===== src/rtl/cs_pkg.sv =====
package cs_pkg;

    localparam int TYPE_W = 3;

    typedef enum logic [1:0] {
        SU_NONE    = 2'b00,
        SU_RSVD    = 2'b01,
        SU_QUARTER = 2'b10,
        SU_HALF    = 2'b11
    } setup_e;

    // Settings frozen for the life of one access
    typedef struct packed {
        logic       hit;
        logic       wr;
        logic [1:0] lead;   // quarters from address valid to strobe
        logic       early;  // trailing edge pulled in by one quarter
    } acc_ctx_t;

    // Reserved code folds onto the zero-delay case
    function automatic logic [1:0] setup_quarters(setup_e code);
        case (code)
            SU_QUARTER: return 2'd1;
            SU_HALF:    return 2'd2;
            default:    return 2'd0;
        endcase
    endfunction

endpackage


===== src/rtl/cs_match.sv =====
module cs_match
    import cs_pkg::*;
#(
    parameter int AW = 16
) (
    input  logic [AW-1:0]     addr,
    input  logic [AW-1:0]     base,
    input  logic [AW-1:0]     amask,
    input  logic [TYPE_W-1:0] atype,
    input  logic [TYPE_W-1:0] tbase,
    input  logic [TYPE_W-1:0] tmask,
    output logic              hit
);

    logic [AW-1:0]     addr_diff;
    logic [TYPE_W-1:0] type_diff;

    // One qualified difference flag per address bit
    for (genvar i = 0; i < AW; i++) begin : g_abit
        assign addr_diff[i] = amask[i] & (addr[i] ^ base[i]);
    end

    for (genvar j = 0; j < TYPE_W; j++) begin : g_tbit
        assign type_diff[j] = tmask[j] & (atype[j] ^ tbase[j]);
    end

    assign hit = ~(|addr_diff) & ~(|type_diff);

endmodule


===== src/rtl/cs_seq.sv =====
module cs_seq
    import cs_pkg::*;
#(
    parameter int LW = 3,
    parameter int QW = LW + 2
) (
    input  logic          clk,
    input  logic          rst,
    input  logic          acc_start,
    input  logic          hit_in,
    input  logic          wr_in,
    input  logic [1:0]    setup_in,
    input  logic          early_in,
    input  logic [LW-1:0] len_in,
    output logic          busy,
    output acc_ctx_t      ctx_q,
    output logic          nxt_live,
    output logic [QW-1:0] nxt_q,
    output acc_ctx_t      nxt_ctx,
    output logic [QW-1:0] nxt_last
);

    logic [QW-1:0] qcnt;
    logic [QW-1:0] last_q;
    logic          final_q;
    logic          accept;
    logic [LW-1:0] len_eff;
    logic [QW-1:0] new_last;
    acc_ctx_t      new_ctx;

    assign final_q  = busy && (qcnt == last_q);
    assign accept   = acc_start && (!busy || final_q);

    assign len_eff  = (len_in == '0) ? LW'(1) : len_in;
    assign new_last = {len_eff - LW'(1), 2'b11};

    always_comb begin
        new_ctx.hit   = hit_in;
        new_ctx.wr    = wr_in;
        new_ctx.lead  = setup_quarters(setup_e'(setup_in));
        new_ctx.early = early_in;
    end

    // Look-ahead view of the quarter that starts at the coming edge
    assign nxt_live = accept || (busy && !final_q);
    assign nxt_q    = accept ? '0 : qcnt + QW'(1);
    assign nxt_ctx  = accept ? new_ctx : ctx_q;
    assign nxt_last = accept ? new_last : last_q;

    always_ff @(posedge clk) begin
        if (rst) begin
            busy   <= 1'b0;
            qcnt   <= '0;
            last_q <= '0;
            ctx_q  <= '0;
        end else if (accept) begin
            busy   <= 1'b1;
            qcnt   <= '0;
            last_q <= new_last;
            ctx_q  <= new_ctx;
        end else if (busy) begin
            if (final_q) begin
                busy <= 1'b0;
            end else begin
                qcnt <= qcnt + QW'(1);
            end
        end
    end

endmodule


===== src/rtl/cs_strobe.sv =====
module cs_strobe
    import cs_pkg::*;
#(
    parameter int QW = 5
) (
    input  logic          clk,
    input  logic          rst,
    input  logic          nxt_live,
    input  logic [QW-1:0] nxt_q,
    input  acc_ctx_t      nxt_ctx,
    input  logic [QW-1:0] nxt_last,
    output logic          cs_n,
    output logic          we_n
);

    logic          in_window;
    logic [QW-1:0] tail_q;

    // Last active quarter; the access always spans at least four quarters
    assign tail_q    = nxt_last - QW'(nxt_ctx.early);
    assign in_window = nxt_live && nxt_ctx.hit
                    && (nxt_q >= QW'(nxt_ctx.lead))
                    && (nxt_q <= tail_q);

    always_ff @(posedge clk) begin
        if (rst) begin
            cs_n <= 1'b1;
            we_n <= 1'b1;
        end else begin
            cs_n <= ~in_window;
            we_n <= ~(in_window && nxt_ctx.wr);
        end
    end

endmodule


===== src/rtl/cs_timing_gen.sv =====
module cs_timing_gen
    import cs_pkg::*;
#(
    parameter int AW = 16,
    parameter int LW = 3
) (
    input  logic              clk,
    input  logic              rst,
    input  logic              acc_start,
    input  logic [AW-1:0]     acc_addr,
    input  logic [TYPE_W-1:0] acc_type,
    input  logic              acc_write,
    input  logic [LW-1:0]     acc_len,
    input  logic [AW-1:0]     cfg_base,
    input  logic [AW-1:0]     cfg_amask,
    input  logic [TYPE_W-1:0] cfg_tbase,
    input  logic [TYPE_W-1:0] cfg_tmask,
    input  logic [1:0]        cfg_setup,
    input  logic              cfg_early,
    output logic              cs_n,
    output logic              we_n,
    output logic              acc_busy,
    output logic              acc_hit
);

    localparam int QW = LW + 2;

    logic          hit_now;
    logic          busy;
    acc_ctx_t      ctx_q;
    logic          nxt_live;
    logic [QW-1:0] nxt_q;
    acc_ctx_t      nxt_ctx;
    logic [QW-1:0] nxt_last;

    cs_match #(.AW(AW)) u_match (
        .addr  (acc_addr),
        .base  (cfg_base),
        .amask (cfg_amask),
        .atype (acc_type),
        .tbase (cfg_tbase),
        .tmask (cfg_tmask),
        .hit   (hit_now)
    );

    cs_seq #(.LW(LW), .QW(QW)) u_seq (
        .clk       (clk),
        .rst       (rst),
        .acc_start (acc_start),
        .hit_in    (hit_now),
        .wr_in     (acc_write),
        .setup_in  (cfg_setup),
        .early_in  (cfg_early),
        .len_in    (acc_len),
        .busy      (busy),
        .ctx_q     (ctx_q),
        .nxt_live  (nxt_live),
        .nxt_q     (nxt_q),
        .nxt_ctx   (nxt_ctx),
        .nxt_last  (nxt_last)
    );

    cs_strobe #(.QW(QW)) u_strobe (
        .clk      (clk),
        .rst      (rst),
        .nxt_live (nxt_live),
        .nxt_q    (nxt_q),
        .nxt_ctx  (nxt_ctx),
        .nxt_last (nxt_last),
        .cs_n     (cs_n),
        .we_n     (we_n)
    );

    assign acc_busy = busy;
    assign acc_hit  = busy && ctx_q.hit;

endmodule


===== config.mk =====
export PLATFORM = sky130hd
export DESIGN_NAME = cs_timing_gen
export DESIGN_NICKNAME = d
export VERILOG_FILES = /design/src/rtl/cs_pkg.sv /design/src/rtl/cs_match.sv /design/src/rtl/cs_seq.sv /design/src/rtl/cs_strobe.sv /design/src/rtl/cs_timing_gen.sv
export SDC_FILE = /design/constraint.sdc
export NUM_CORES = 1
export LEC_CHECK = 0
export ABC_CLOCK_PERIOD_IN_PS = 6300
export CAP_MARGIN = 20
export CORE_MARGIN = 2
export CORE_UTILIZATION = 42
export CTS_CLUSTER_SIZE = 14
export DETAILED_ROUTE_END_ITERATION = 8
export PLACE_DENSITY = 0.83
export SLEW_MARGIN = 10
export SYNTH_ARGS = -nofsm -noshare
export SYNTH_HDL_FRONTEND = slang
export SYNTH_SLANG_ARGS = --single-unit

===== constraint.sdc =====
create_clock -name clk -period 6.3 [get_ports clk]
set_input_delay 1.89 -clock clk [delete_from_list [all_inputs] [get_ports clk]]
set_output_delay 1.89 -clock clk [all_outputs]
set_load 0.02 [all_outputs]

==> metrics.log <==
[metrics] result of the run: complete, no violations
[metrics] Worst slew margin: 58.4%
[metrics] effective utilization at floorplan: 44.7%
[metrics] clock tree from TritonCTS: yes
[metrics] switching share of total power: 31.6%
[metrics] switching power total: 0.108 mW
[metrics] final slew viol count: 0
[metrics] Finished Core Util: 69.0%
[metrics] relative contribution of combinational cells to total power: 40.8%
[metrics] mean cell area of the mapped netlist: 8.11 um2
[metrics] finished layout cell area: 0.00214 mm2
[metrics] Hold Vio Cnt, Final: 0
[metrics] cell types occupying the most area after synthesis: dfxtp_1, xor2_1, ha_1, nor2_1, a21oi_1
[metrics] Tightest Pin Transition: 0.624 ns
[metrics] part of the cycle the worst path needs: 72.5%
[metrics] Leak: 0.889 nW
[metrics] cell type with the largest total area after synthesis: dfxtp_1
[metrics] maximum achievable frequency: 219 MHz
[metrics] most repeated cell in the gate-level netlist after synthesis: nor2_1
[metrics] Fin Clk Skew: 0.00303 ns
[metrics] fin worst setup slack: 1.73 ns
[metrics] number of global-route vias before repair: 1397
[metrics] number of buffers on the longest clock path: 2
[metrics] count of cell types in the netlist: 38
[metrics] number of gates resized after CTS: 0
[metrics] part of the Yosys area used for sequential elements: 26.0%
[metrics] number of port buffers: 70
[metrics] Worst IR Drop VDD: 0.131 mV
[metrics] cell area after placement: 0.00210 mm2
[metrics] post-CTS setup buffers: 0
[metrics] most frequent cells after synthesis: nor2_1, xor2_1, dfxtp_1
[metrics] routed wire length: 3.81 mm
[metrics] post-detailed-route DRC marker count: 0
[metrics] core region area: 0.00310 mm2
[metrics] routed vias/inst: 4.94
[metrics] global-route total usage across every layer: 22.1%
[metrics] Critical Setup Path Class: primary input to flip-flop
[metrics] proportion of synthesized flip-flops having asynchronous set or reset: 0%
[metrics] final antenna diode count: 0
[metrics] power per standard cell area: 161 mW/mm2
[metrics] Detail Placement HPWL: 3.22 mm
[metrics] pre-CTS setup slack: 1.42 ns
[metrics] area of the die: 0.00378 mm2
[metrics] gr ovfl total: 0
[metrics] Clock Pin Slew Worst Setup and Hold Paths: 0.11 ns
[metrics] maximum number of pins on one net before global-route repair: 16
[metrics] first-pass detailed-route iteration total: 4
[metrics] Max Cap Viol: 0
[metrics] flip-flop cell with the highest count after synthesis: dfxtp_1
[metrics] chip height: 61.5 um
[metrics] via count: 1403
[metrics] Boundary Pins: 71
[metrics] global-route wire length before repair: 6.08 mm
[metrics] root buffer selected by CTS: clkbuf_4
[metrics] startpoint type of the worst setup path: primary input
[metrics] required time at the worst-slack endpoint: 6.50 ns
[metrics] proportion of layout cells with a drive suffix above 1: 4.58%
[metrics] HP Class: flip-flop to flip-flop
[metrics] number of buffers created by CTS: 3
[metrics] data arrival time of the critical path: 4.77 ns
[metrics] Core Rows: 20
[metrics] clock latency on the worst-skew pair: 0.31 ns
[metrics] clock period minus final worst setup slack: 4.57 ns
[metrics] antenna-violating nets left: 0
[metrics] Post-Synthesis Cell Area: 0.00139 mm2
[metrics] Syn Nets: 249
[metrics] count of flip-flops with a built-in enable after synthesis: 0
[metrics] proportion of power drawn by the clock network: 22.1%
[metrics] final weighted congestion in routability-driven placement: 0.934
[metrics] die width: 61.5 um
[metrics] total setup violations reported at the end of the flow: 0
[metrics] peak fanout along the critical path: 14
[metrics] number of buffers inserted by hold repair at cts: 0
[metrics] register bit count reported by yosys: 18
[metrics] category of the worst setup path capture point: flip-flop
[metrics] Area Growth Syn to Fin: 54.3%
[metrics] net total in the final layout: 319
[metrics] unrepaired setup endpoints after global routing: no
[metrics] setup tns final: 0 ns
[metrics] average wire per cell in the routed design: 13.4 um
[metrics] P_int: 0.235 mW
[metrics] CTS Sinks: 18
[metrics] Synth Warn #: 0
[metrics] number of antenna violations at the first check in global routing: 0
[metrics] H-tree depth reported by CTS: 1
[metrics] number of instances in the synthesized netlist: 171
[metrics] count of routing violations after the opening detailed-route iteration: 47
[metrics] share of the synthesized area in the top cell type: 26.0%
[metrics] part of the power in registers: 37.1%
## placed cells by master (no fill, tap or decap), drive strengths merged
master | Yosys | final
o32ai | 1 | 1
xor2 | 24 | 24
dfxtp | 18 | 18
a22oi | 9 | 9
a31o | 2 | 2
or2 | 2 | 2
nand3b | 1 | 1
nor2b | 1 | 1
and2 | 5 | 5
nand3 | 2 | 2
xnor2 | 6 | 6
nand2b | 4 | 4
clkdlybuf4s50 | 0 | 70
nand4 | 3 | 3
clkbuf | 2 | 4
nor2 | 25 | 25
a21o | 1 | 1
nor3 | 3 | 3
nor4 | 1 | 1
a21oi | 16 | 16
a31oi | 1 | 1
mux2i | 3 | 3
nor3b | 1 | 1
o22a | 1 | 1
or3b | 1 | 1
inv | 6 | 6
o21ai | 4 | 4
nand2 | 11 | 11
and3 | 2 | 2
ha | 11 | 11
a211oi | 1 | 1
## metal layers
metal | part of all wire, % | vias to the layer above | GRT usage, %
li1 | - | 728 | -
met1 | 41 | 633 | 24.0
met2 | 53 | 34 | 41.2
met3 | 4.3 | 8 | 5.46
met4 | 1.8 | 0 | 7.29
met5 | 0 | - | 0
## path summary, 6_finish.rpt
check	start	endpoint	slack, ns	depth (start not counted)
setup reg to reg	u_seq.qcnt[0]	u_strobe.we_n	3.10	14
setup / recovery	acc_start	u_strobe.we_n	1.73	15
hold reg to reg	u_seq.ctx_q[3]	u_seq.ctx_q[3]	0.50	2
hold / removal	u_seq.ctx_q[3]	u_seq.ctx_q[3]	0.50	2
## power groups by stage
stage / clock, mW / combinational (mW) / sequential (mW)
after global routing: 0.0812 / 0.156 / 0.128
after CTS: 0.0776 / 0.140 / 0.127
after global placement: 0 / 0.138 / 0.130
after detailed placement: 0 / 0.140 / 0.130
after floorplan: 0 / 0.0832 / 0.129
final: 0.0760 / 0.140 / 0.128
## worst max-delay path: stages
cell and delay (ns):
clkdlybuf4s50_1 0.43, inv_1 0.12, nor2_1 0.08, a21oi_2 0.48
nand2_1 0.11, nand2_1 0.10, ha_1 0.17, ha_1 0.23
ha_1 0.28, nor2b_1 0.14, o21ai_0 0.14, nand2b_1 0.07
a211oi_1 0.23, o22a_1 0.20, nand3b_1 0.09
## kinds of logic (layout without fill, tap and decap cells)
group / Yosys count / in the layout / share of synthesized area, %
compound gates: 36 / 36 / 16.4
xor+xnor: 30 / 30 / 18.9
simple gates: 62 / 62 / 22.2
flops: 18 / 18 / 26.0
buf+inv: 11 / 80 / 4.42
mux: 3 / 3 / 2.16
fa+ha+maj: 11 / 11 / 9.92
## registers in the layout, summed over array words and instances (netlist names), named ones only
| name | count |
|---|---|
| u_seq.ctx_q | 5 |
| u_seq.qcnt | 5 |
| u_seq.last_q | 4 |
| u_seq.busy | 1 |
| u_strobe.cs_n | 1 |
| u_strobe.we_n | 1 |
## stage by stage
stage	std cells	hold slack, ns	total power [mW]
after global routing	284	0.526	0.366
after detailed placement	280	0.482	0.270
after floorplan	171	0.449	0.212
final	284	0.504	0.344
after CTS	284	0.508	0.345
after global placement	280	0.471	0.268
## layout make-up
type	count	area [um2]
fill	288	962
multi-input combinational	142	966
inverter	6	22.5
clock buffer	4	36.3
timing repair buffer	70	701
tap	44	55.1
sequential	18	360
Power figures use the tool's default switching activity.
